`src/rtl/layer_gate_pkg.sv`:
```
package layer_gate_pkg;

   typedef enum logic [1:0] {
      OP_PAGE_RD  = 2'd0,
      OP_PAGE_WR  = 2'd1,
      OP_FLASH_WR = 2'd2,
      OP_RSVD     = 2'd3
   } gate_op_e;

   typedef struct packed {
      logic grant;
      logic page_rd;
      logic page_wr;
      logic flash_wr;
   } gate_dec_t;

endpackage

```
`src/rtl/lg_ratchet.sv`:
```
module lg_ratchet #(
   parameter int MAX_STATE = 4,
   parameter int STATE_W   = 3
) (
   input  logic               clk,
   input  logic               rst_n,
   input  logic               ctl_wr,
   input  logic [STATE_W-1:0] ctl_wdata,
   output logic [STATE_W-1:0] state_q,
   output logic               viol_q
);
   localparam logic [STATE_W-1:0] CEIL = STATE_W'(MAX_STATE);

   logic at_ceil;
   logic step_ok;

   assign at_ceil = (state_q == CEIL);
   assign step_ok = ctl_wr && !at_ceil && (ctl_wdata == state_q + 1'b1);

   always_ff @(posedge clk or negedge rst_n) begin
      if (!rst_n) begin
         state_q <= '0;
         viol_q  <= 1'b0;
      end else begin
         if (step_ok)
            state_q <= state_q + 1'b1;
         if (ctl_wr && !step_ok)
            viol_q <= 1'b1;
      end
   end
endmodule

```
`src/rtl/lg_policy.sv`:
```
module lg_policy
   import layer_gate_pkg::*;
#(
   parameter int MAX_STATE      = 4,
   parameter int STATE_W        = 3,
   parameter int PAGE_W         = 3,
   parameter int FLASH_OPEN_MAX = 1
) (
   input  logic [STATE_W-1:0] state,
   input  logic               req_valid,
   input  logic [1:0]         req_op,
   input  logic [PAGE_W-1:0]  req_page,
   output gate_dec_t          dec
);
   localparam int NUM_PAGES = MAX_STATE + 1;
   localparam int SLOTS     = 1 << PAGE_W;

   logic [SLOTS-1:0] open_v;
   logic             page_ok;
   logic             flash_ok;

   for (genvar i = 0; i < SLOTS; i++) begin : g_slot
      if (i < NUM_PAGES) begin : g_real
         assign open_v[i] = (int'(state) <= i);
      end else begin : g_void
         assign open_v[i] = 1'b0;
      end
   end

   assign page_ok  = open_v[req_page];
   assign flash_ok = (int'(state) <= FLASH_OPEN_MAX);

   always_comb begin
      dec = '0;
      if (req_valid) begin
         case (req_op)
            OP_PAGE_RD: begin
               dec.page_rd = page_ok;
               dec.grant   = page_ok;
            end
            OP_PAGE_WR: begin
               dec.page_wr = page_ok;
               dec.grant   = page_ok;
            end
            OP_FLASH_WR: begin
               dec.flash_wr = flash_ok;
               dec.grant    = flash_ok;
            end
            default: dec = '0;
         endcase
      end
   end
endmodule

```
`src/rtl/lg_resp_reg.sv`:
```
module lg_resp_reg
   import layer_gate_pkg::*;
#(
   parameter int PAGE_W = 3,
   parameter int DATA_W = 32
) (
   input  logic              clk,
   input  logic              rst_n,
   input  logic              req_valid,
   input  gate_dec_t         dec,
   input  logic [PAGE_W-1:0] req_page,
   input  logic [DATA_W-1:0] req_wdata,
   input  logic [DATA_W-1:0] ram_rdata,
   output logic              ram_en,
   output logic              ram_we,
   output logic [PAGE_W-1:0] ram_page,
   output logic [DATA_W-1:0] wdata,
   output logic              flash_we,
   output logic              rsp_valid,
   output logic              rsp_grant,
   output logic [DATA_W-1:0] rsp_rdata,
   output logic              acc_fault
);
   logic rd_ok_q;

   always_ff @(posedge clk or negedge rst_n) begin
      if (!rst_n) begin
         ram_en    <= 1'b0;
         ram_we    <= 1'b0;
         ram_page  <= '0;
         wdata     <= '0;
         flash_we  <= 1'b0;
         rsp_valid <= 1'b0;
         rsp_grant <= 1'b0;
         acc_fault <= 1'b0;
         rd_ok_q   <= 1'b0;
      end else begin
         ram_en    <= dec.page_rd | dec.page_wr;
         ram_we    <= dec.page_wr;
         flash_we  <= dec.flash_wr;
         rsp_valid <= req_valid;
         rsp_grant <= dec.grant;
         acc_fault <= req_valid & ~dec.grant;
         rd_ok_q   <= dec.page_rd;
         if (dec.page_rd | dec.page_wr)
            ram_page <= req_page;
         if (dec.page_wr | dec.flash_wr)
            wdata <= req_wdata;
      end
   end

   assign rsp_rdata = rd_ok_q ? ram_rdata : '0;
endmodule

```
`src/rtl/layer_gate.sv`:
```
module layer_gate
   import layer_gate_pkg::*;
#(
   parameter int MAX_STATE      = 4,
   parameter int PAGE_W         = 3,
   parameter int DATA_W         = 32,
   parameter int FLASH_OPEN_MAX = 1,
   localparam int STATE_W       = $clog2(MAX_STATE + 1)
) (
   input  logic               clk,
   input  logic               rst_n,
   input  logic               ctl_wr,
   input  logic [STATE_W-1:0] ctl_wdata,
   input  logic               req_valid,
   input  logic [1:0]         req_op,
   input  logic [PAGE_W-1:0]  req_page,
   input  logic [DATA_W-1:0]  req_wdata,
   input  logic [DATA_W-1:0]  ram_rdata,
   output logic               ram_en,
   output logic               ram_we,
   output logic [PAGE_W-1:0]  ram_page,
   output logic [DATA_W-1:0]  ram_wdata,
   output logic               flash_we,
   output logic [DATA_W-1:0]  flash_wdata,
   output logic               rsp_valid,
   output logic               rsp_grant,
   output logic [DATA_W-1:0]  rsp_rdata,
   output logic               acc_fault,
   output logic [STATE_W-1:0] priv_state,
   output logic               ctl_violation
);
   if (MAX_STATE < 2) begin : g_bad_max
      $error("layer_gate: MAX_STATE must be at least 2");
   end
   if ((1 << PAGE_W) < MAX_STATE + 1) begin : g_bad_page
      $error("layer_gate: PAGE_W too narrow for MAX_STATE+1 pages");
   end
   if (PAGE_W > 8) begin : g_bad_pw
      $error("layer_gate: PAGE_W above 8 is not supported");
   end
   if (FLASH_OPEN_MAX < 0 || FLASH_OPEN_MAX > MAX_STATE) begin : g_bad_fl
      $error("layer_gate: FLASH_OPEN_MAX out of range");
   end
   if (DATA_W < 1) begin : g_bad_dw
      $error("layer_gate: DATA_W must be positive");
   end

   gate_dec_t          dec;
   logic [DATA_W-1:0]  wdata_q;

   lg_ratchet #(
      .MAX_STATE (MAX_STATE),
      .STATE_W   (STATE_W)
   ) u_ratchet (
      .clk       (clk),
      .rst_n     (rst_n),
      .ctl_wr    (ctl_wr),
      .ctl_wdata (ctl_wdata),
      .state_q   (priv_state),
      .viol_q    (ctl_violation)
   );

   lg_policy #(
      .MAX_STATE      (MAX_STATE),
      .STATE_W        (STATE_W),
      .PAGE_W         (PAGE_W),
      .FLASH_OPEN_MAX (FLASH_OPEN_MAX)
   ) u_policy (
      .state     (priv_state),
      .req_valid (req_valid),
      .req_op    (req_op),
      .req_page  (req_page),
      .dec       (dec)
   );

   lg_resp_reg #(
      .PAGE_W (PAGE_W),
      .DATA_W (DATA_W)
   ) u_resp (
      .clk       (clk),
      .rst_n     (rst_n),
      .req_valid (req_valid),
      .dec       (dec),
      .req_page  (req_page),
      .req_wdata (req_wdata),
      .ram_rdata (ram_rdata),
      .ram_en    (ram_en),
      .ram_we    (ram_we),
      .ram_page  (ram_page),
      .wdata     (wdata_q),
      .flash_we  (flash_we),
      .rsp_valid (rsp_valid),
      .rsp_grant (rsp_grant),
      .rsp_rdata (rsp_rdata),
      .acc_fault (acc_fault)
   );

   assign ram_wdata   = wdata_q;
   assign flash_wdata = wdata_q;
endmodule

```
`config.mk`:
```
export PLATFORM = sky130hd
export DESIGN_NAME = layer_gate
export DESIGN_NICKNAME = d
export VERILOG_FILES = /design/src/rtl/layer_gate_pkg.sv /design/src/rtl/lg_ratchet.sv /design/src/rtl/lg_policy.sv /design/src/rtl/lg_resp_reg.sv /design/src/rtl/layer_gate.sv
export SDC_FILE = /design/constraint.sdc
export NUM_CORES = 1
export LEC_CHECK = 0
export ABC_CLOCK_PERIOD_IN_PS = 3750
export BUFFER_PORTS_ARGS = -buffer_cell sky130_fd_sc_hd__buf_4
export CORE_MARGIN = 3
export CORE_UTILIZATION = 36
export CTS_CLUSTER_SIZE = 12
export DETAILED_ROUTE_END_ITERATION = 10
export GPL_TIMING_DRIVEN = 1
export PLACE_DENSITY = 0.73
export SYNTH_ARGS = -nofsm -noshare
export SYNTH_HDL_FRONTEND = slang
export SYNTH_SLANG_ARGS = --single-unit
export TNS_END_PERCENT = 100
```
`constraint.sdc`:
```
create_clock -name clk -period 3.75 [get_ports clk]
set_input_delay 0.5625 -clock clk [delete_from_list [all_inputs] [get_ports clk]]
set_output_delay 0.5625 -clock clk [all_outputs]
set_load 0.05 [all_outputs]
```
==> metrics.md, run 1 <==
| Metric | Value |
|---|---|
| Setup TNS | `0 ns` |
| XOR/XNOR share of the synthesized area | `~1.4%` |
| Drt via density | `4.547` |
| Comb pwr share | `between 60 and 70%` |
| Die width | `slightly below 90 µm` |
| Largest net degree at the start of global routing | `47` |
| Vias | `1,955` |
| Root Driver | `clkbuf_8` |
| Final setup violation count | `0` |
| Post-Syn Area per Cell | `around 13 µm²` |
| Compound-Gate Fraction of Synth Area | `under 10%` |
| Lkg Pwr | `approximately 2 nW` |
| Element type at the critical path end | `flip-flop` |
| Clock share of power | `under 10%` |
| Slew margin rel. | `53.00%` |
| Tightest Pin Transition | `between 0.7 and 0.8 ns` |
| Flop pwr share | `a little under a quarter` |
| Sw frac | `roughly 55%` |
| Seq. cell area | `approximately 1200 µm²` |
| Int Pwr | `about 1.8 mW` |
| Worst EP required | `about 3.9 ns` |
| Crit-path max FO | `32` |
| Final antenna-violating net count | `0` |
| Hold-fix buffers at CTS | `0` |
| Core area | `6531 µm²` |
| Worst skew pair latency | `about 0.29 ns` |
| Period Utilization, post-route | `between 70 and 80%` |
| Clock Path Buffers | `2` |
| Routability cong. | `~0.83` |
| HPWL after DPL | `5.333 mm` |
| Clock-pin slew on the worst setup and hold paths | `0.09 ns` |
| Mux share of post-synthesis cell area | `19.87%` |
| Global route total overflow | `0` |
| IO Count | `about 190` |
| Max frequency | `368.9 MHz` |
| Kind of critical path | `flip-flop to flip-flop` |
| Final WL | `6.741 mm` |
| RR Endpoint | `u_resp.wdata[27]$_DFFE_PN0P_` |
| Netlist cell types | `34` |
| DRT Pass-1 Iters | `4` |
| Final Cell Area | `between 3000 and 4000 µm²` |
| FP Rows | `29` |
| Synthesized Nets | `278` |
| Top Registers | `u_resp.wdata: 32 flops, u_ratchet.state_q: 3 flops, u_resp.ram_page: 3 flops` |
| Area of the multi-input gates | `between 1000 and 1500 µm²` |
| Placed Area | `roughly 3700 µm²` |
| Post-CTS sizing | `0` |
| WL/cell | `about 16 µm` |
| Clock sinks | `46` |
| HP Class | `input pin to async pin` |
| Area delta synth->final | `52.33%` |
| Iter 0 DRT Violations | `42` |
| Max cap viols | `0` |
| Drc violations | `0` |
| Count of input and output buffers | `184` |
| Flops & latches, synth | `46` |
| RSZ-0062 raised after global routing | `no` |
| Antenna violations before repair | `0` |
| Total track usage | `15.46%` |
| Critical Path Start Type | `flip-flop` |
| Number of flops mapped to enable cells by yosys | `0` |
| Reg with most FFs | `u_resp.wdata` |
| Reg2Reg Depth | `7` |
| Layout Cells excl Fill | `430` |
| Warnings, synthesis | `0` |
| Adder-Cell Fraction of Synth Area | `approximately 2%` |
| CP arrival | `2.89 ns` |
| Largest register FFs | `32` |
| Starting Density | `38.18%` |
| Syn Inst Count | `about 200` |
| DIE HEIGHT | `about 89 µm` |
| Worst Skew | `around 0.0037 ns` |
| Antenna diodes | `0` |
| Nets | `432` |
| Largest family of logic cells by synthesized area | `multiplexers` |
| Hold violation total from the final report | `0` |
| Max H-tree Level | `2` |
| Pwr dens | `roughly 1100 nW/µm²` |
| Top FF cell, synth | `dfrtp_1` |
| R2r setup slk | `about 1.0 ns` |
| VDD IR max | `~550 µV` |
| Fin. max-slew vios | `0` |
| R2r startpoint | `u_ratchet.state_q[0]$_DFFE_PN0P_` |
| Post CTS Setup Buffer Count | `0` |
| Psw | `between 2 and 2.5 mW` |
| Status | `complete, no violations` |
| Post-synthesis sequential area ratio | `~46%` |
| Share of layout cells above drive strength 1 | `around two thirds` |
| Fillers | `564` |
| Final worst path period need | `roughly 2.7 ns` |
| Die area | `roughly 8000 µm²` |
| Synth Area in Simple Gates | `between 10% and 20%` |
| Synthesized cell area | `between 2000 and 2500 µm²` |
| TritonCTS clock tree | `built` |
| First-pass GRT wire length | `9.542 mm` |
| DP Cell Count | `422` |
| Total CTS buffers | `5` |
| Async SR Flop Fraction | `100.0%` |
| Vias in the first global route | `1,857` |
-- worst max path at each step --
stage | endpoint | cells after the start | from
floorplan | u_resp.wdata[0]$_DFFE_PN0P_ | 7 | u_ratchet.state_q[0]$_DFFE_PN0P_
global placement | u_resp.wdata[26]$_DFFE_PN0P_ | 7 | u_ratchet.state_q[0]$_DFFE_PN0P_
detailed placement | u_resp.wdata[26]$_DFFE_PN0P_ | 7 | u_ratchet.state_q[0]$_DFFE_PN0P_
CTS | u_resp.wdata[27]$_DFFE_PN0P_ | 7 | u_ratchet.state_q[0]$_DFFE_PN0P_
global route | u_resp.wdata[27]$_DFFE_PN0P_ | 7 | u_ratchet.state_q[0]$_DFFE_PN0P_
finish | u_resp.wdata[27]$_DFFE_PN0P_ | 7 | u_ratchet.state_q[0]$_DFFE_PN0P_
-- cell usage in the layout, fill, tap and decap left out, drive strengths merged, types with 3 or more instances in the layout --
cell / instances
xnor2: 3
clkbuf: 7
nor2: 3
inv: 6
a21oi: 3
buf: 185
and2: 33
mux2: 34
dfrtp: 46
nand2: 4
ha: 4
-- layout make-up --
type,instances,share of cell area [%]
clock inverters,1,0.2306
well taps,77,2.536
repair buffers,185,36.56
multi-input cells,108,27.24
clock buffers,7,2.536
inverters,6,0.5929
flip-flops and latches,46,30.30
-- synth_stat cells (2+ instances only) --
cell | instances | area share (%)
xnor2_1 | 3 | 1.1
buf_6 | 3 | 1.4
buf_4 | 32 | 9.6
nor2_1 | 2 | 0.30
mux2_4 | 30 | 18
ha_1 | 4 | 2.0
mux2_2 | 4 | 1.8
nand2_1 | 4 | 0.60
o21ai_0 | 2 | 0.40
nor4_1 | 2 | 0.50
nor3_1 | 2 | 0.40
a21oi_1 | 3 | 0.60
inv_1 | 6 | 0.90
nor2b_1 | 2 | 0.50
and2_1 | 33 | 8.3
clkbuf_1 | 3 | 0.45
dfrtp_1 | 46 | 46
-- metrics by stage --
stage	util (%)	power (mW)	setup slack, ns	hold WS, ns
after floorplan	-	3.107	1.210	0.2669
after global placement	56.55	3.663	1.152	0.4488
after detailed placement	56.55	3.699	1.051	0.4461
after CTS	58.16	4.045	1.025	0.2881
after global routing	58.16	4.187	0.9256	0.2998
final	58.16	4.004	1.039	0.2666
-- per-layer routing --
metal / routed length (µm) / vias to the layer above / global-route usage (%)
li1: - / 937 / -
met3: 448 / 4 / 3.594
met2: 3443 / 81 / 26.93
met1: 2807 / 933 / 19.97
met4: 42 / 0 / 2.436
met5: 0 / - / 0
-- power by group through the flow --
stage	Clock [mW]	Sequential (mW)	Combinational (mW)
detailed placement	0	0.930	2.77
finish	0.332	0.921	2.75
global route	0.367	0.957	2.86
floorplan	0	1.65	1.46
CTS	0.344	0.926	2.77
global placement	0	0.921	2.74
-- critical path, cell delays in order, from the launching register on --
cell and delay (ns):
dfrtp_1 0.53, ha_1 0.19, o21ba_1 0.19, or4b_4 0.51, a2bb2oi_1 0.17, o41ai_4 0.07, buf_4 0.55, mux2_2 0.40
-- cells by family after synthesis --
logic type,Yosys count
AND/OR/NAND/NOR,52
adder cells (fa/ha/maj),4
flip-flops,46
buffers and inverters,44
AO/OA/AOI/OAI,14
multiplexers,34
XOR/XNOR,4
(Power assumes the default switching activity.)
==> run 2: changes to the inputs <==
--- a/config.mk
+++ b/config.mk
@@ -5,14 +5,14 @@
 export SDC_FILE = /design/constraint.sdc
 export NUM_CORES = 1
 export LEC_CHECK = 0
-export ABC_CLOCK_PERIOD_IN_PS = 3750
+export ABC_CLOCK_PERIOD_IN_PS = 2200
 export BUFFER_PORTS_ARGS = -buffer_cell sky130_fd_sc_hd__buf_4
 export CORE_MARGIN = 3
 export CORE_UTILIZATION = 36
 export CTS_CLUSTER_SIZE = 12
 export DETAILED_ROUTE_END_ITERATION = 10
 export GPL_TIMING_DRIVEN = 1
-export PLACE_DENSITY = 0.73
+export PLACE_DENSITY = 0.76
 export SYNTH_ARGS = -nofsm -noshare
 export SYNTH_HDL_FRONTEND = slang
 export SYNTH_SLANG_ARGS = --single-unit
==> constraint.sdc (replaced) <==
create_clock -name clk -period 2.2 [get_ports clk]
set_input_delay 0.33 -clock clk [delete_from_list [all_inputs] [get_ports clk]]
set_output_delay 0.33 -clock clk [all_outputs]
set_load 0.05 [all_outputs]
==> metrics.md, run 2 (synthesis gave the netlist of run 1 again) <==
| Metric | Value |
|---|---|
| Fin. max-slew vios | `0 (unchanged)` |
| Total track usage | `16.14% (+0.68 points)` |
| FP Rows | `29 (unchanged)` |
| Largest net degree at the start of global routing | `47 (unchanged)` |
| Iter 0 DRT Violations | `37 (-12%)` |
| Tightest Pin Transition | `0.6560 ns (-0.04898 ns)` |
| Final setup violation count | `32 (+32)` |
| CP arrival | `2.47 ns (-0.42 ns)` |
| Critical Path Start Type | `flip-flop` |
| Global route total overflow | `0 (unchanged)` |
| Slowest cell delay on critical path | `0.43 ns (-0.12 ns)` |
| Failing checks | `negative setup slack` |
| Element type at the critical path end | `flip-flop` |
| Max cap viols | `0 (unchanged)` |
| RR Endpoint | `u_resp.wdata[17]$_DFFE_PN0P_` |
| Fillers | `569 (+0.89%)` |
| Clock sinks | `46 (unchanged)` |
| Pwr dens | `1754 nW/µm² (+66%)` |
| Period Utilization, post-route | `104.5% (+32 points)` |
| Worst Skew | `0.007363 ns (+0.003681 ns)` |
| Nets | `448 (+3.7%)` |
| RSZ-0062 raised after global routing | `yes` |
| Core area | `6531 µm² (unchanged)` |
| R2r startpoint | `u_ratchet.state_q[1]$_DFFE_PN0P_` |
| Tot Pwr | `7.019 mW (+75%)` |
| Share of layout cells above drive strength 1 | `70.46% (+4.5 points)` |
| Kind of critical path | `flip-flop to flip-flop` |
| Drc violations | `0 (unchanged)` |
| Die area | `7961 µm² (unchanged)` |
| Total CTS buffers | `5 (unchanged)` |
| HP Class | `input pin to async pin` |
| VDD IR max | `953.5 µV (+73%)` |
| Vias in the first global route | `1,905 (+2.6%)` |
| Crit. Startpoint | `u_ratchet.state_q[1]$_DFFE_PN0P_` |
| Routability cong. | `0.8507 (+2.5%)` |
| First-pass GRT wire length | `9.936 mm (+4.1%)` |
| DIE HEIGHT | `89.23 µm (unchanged)` |
| Commonest cells after routing, fill and taps aside | `buf_4, dfrtp_1, and2_1` |
| Final WL | `6.926 mm (+2.7%)` |
| Status | `complete, but fails checks` |
| Vias | `2,004 (+2.5%)` |
| Worst EP required | `2.37 ns (-1.56 ns)` |
| Largest delay share family, worst path | `compound AO/OA/AOI/OAI gates` |
| Slew margin rel. | `56.27% (+3.3 points)` |
| Clock Path Buffers | `2 (unchanged)` |
| Reg with most FFs | `u_resp.wdata` |
| Hold violation total from the final report | `0 (unchanged)` |
| Worst skew pair latency | `0.29 ns (about the same)` |
| Most common cell after layout, fill and taps aside | `buf_4` |
| Lkg Pwr | `2.092 nW (+4.3%)` |
| Final Cell Area | `4003 µm² (+5.4%)` |
| Max H-tree Level | `2 (unchanged)` |
| Reg2Reg Depth | `9 (+2)` |
| Starting Density | `38.18% (unchanged)` |
| Final antenna-violating net count | `0 (unchanged)` |
| IO Count | `185 (unchanged)` |
| Worst-path cell chain | `inv_2, ha_4, o21ba_4, nor4b_4, nor2_2, o41ai_4, buf_4, buf_12, mux2_4` |
| Clock-pin slew on the worst setup and hold paths | `0.09 ns (about the same)` |
| Crit-path max FO | `13 (-59%)` |
| WL/cell | `15.53 µm (-0.94%)` |
| Placed Area | `3796 µm² (+2.8%)` |
| Root Driver | `clkbuf_8` |
| Area delta synth->final | `60.51%` |
| Max frequency | `435.1 MHz (+18%)` |
| Drt via density | `4.493 (-1.2%)` |
| Antenna violations before repair | `0 (unchanged)` |
| HPWL after DPL | `5.429 mm (+1.8%)` |
| DRT Pass-1 Iters | `4 (unchanged)` |
| Antenna diodes | `0 (unchanged)` |
| TritonCTS clock tree | `built` |
| Count of input and output buffers | `184 (unchanged)` |
| Final WS setup | `-0.09845 ns (-1.137 ns)` |
| R2r setup slk | `-0.1 ns (-1.14 ns)` |
| Worst Path Buf+Inv | `3 (+2)` |
| Largest register FFs | `32 (unchanged)` |
| Top Registers | `u_resp.wdata: 32 flops, u_ratchet.state_q: 3 flops, u_resp.ram_page: 3 flops` |
| Slowest stage cell, crit path | `dfrtp_2` |
| Final worst path period need | `2.298 ns (-0.4127 ns)` |
| Die width | `89.23 µm (unchanged)` |
[run 2: changes by cell type in the layout (fill, tap and decap cells not counted), moves of 2 or more]
| cell | change |
|---|---|
| dfrtp_1 | -2 |
| a21oi_1 | -2 |
| mux2_4 | +2 |
| nor3_1 | -2 |
| mux2_2 | -2 |
| clkbuf_8 | -2 |
| buf_4 | +12 |
| ha_1 | -2 |
| nor3_2 | +2 |
| a21oi_2 | +2 |
[run 2: cell type report]
| cell class | instances | area [µm²] | share of cell area (%) |
|---|---|---|---|
| Clock buffer | 5 | 68.82 | 1.719 |
| Clock inverter | 3 | 21.27 | 0.5314 |
| Inverter | 6 | 22.52 | 0.5627 |
| Multi-Input combinational cell | 108 | 1087 | 27.16 |
| Sequential cell | 46 | 1156 | 28.88 |
| Tap cell | 77 | 96.34 | 2.407 |
| Timing Repair Buffer | 201 | 1550 | 38.73 |
[run 2: worst max path at each step]
stage                                         endpoint  slack [ns]  cells past startpoint
after CTS                 u_resp.wdata[26]$_DFFE_PN0P_       -0.06                      8
after detailed placement  u_resp.wdata[27]$_DFFE_PN0P_       -0.06                      8
after floorplan            u_resp.wdata[0]$_DFFE_PN0P_       -0.09                      8
after global routing      u_resp.wdata[17]$_DFFE_PN0P_       -0.18                      9
after global placement    u_resp.wdata[26]$_DFFE_PN0P_       -0.02                      8
final                     u_resp.wdata[17]$_DFFE_PN0P_        -0.1                      9
[run 2: per-stage QoR]
step	setup TNS, ns	hold slack [ns]	cells	utilization (%)	setup slack [ns]
after floorplan	-2.846	0.03441	198	-	-0.09486
after global placement	-0.04454	0.3664	430	58.12	-0.02245
after detailed placement	-0.6620	0.3753	430	58.12	-0.06298
after CTS	-1.011	0.04653	442	60.25	-0.05756
after global routing	-5.262	0.07187	446	61.28	-0.1825
final	-2.475	0.03215	446	61.28	-0.09845
[run 2: report_power, final]
group | internal [mW] | leakage (nW) | total (mW) | switching [mW]
clock network | 0.223 | 0.0441 | 0.507 | 0.283
logic | 1.75 | 1.50 | 4.95 | 3.19
registers | 1.23 | 0.548 | 1.57 | 0.340
total | 3.20 | 2.09 | 7.02 | 3.82
[run 2: timing repair]
| item | CTS | global route |
|---|---|---|
| gates cloned | 0 | 2 |
| hold buffers | 0 | 0 |
| resized for setup | 5 | 6 |
| buffers inserted | 4 | 3 |
| pin swaps | 2 | 5 |
| setup endpoints to repair | 32 | 35 |
[run 2: routing by layer]
layer / part of all wire, % / vias up / wire length (µm) / GRT usage [%]
li1: - / 972 / - / -
met1: 42 / 953 / 2916 / 22.29
met2: 51 / 77 / 3507 / 26.72
met3: 7.1 / 2 / 493 / 3.687
met4: 0.12 / 0 / 8 / 2.030
met5: 0 / - / 0 / 0
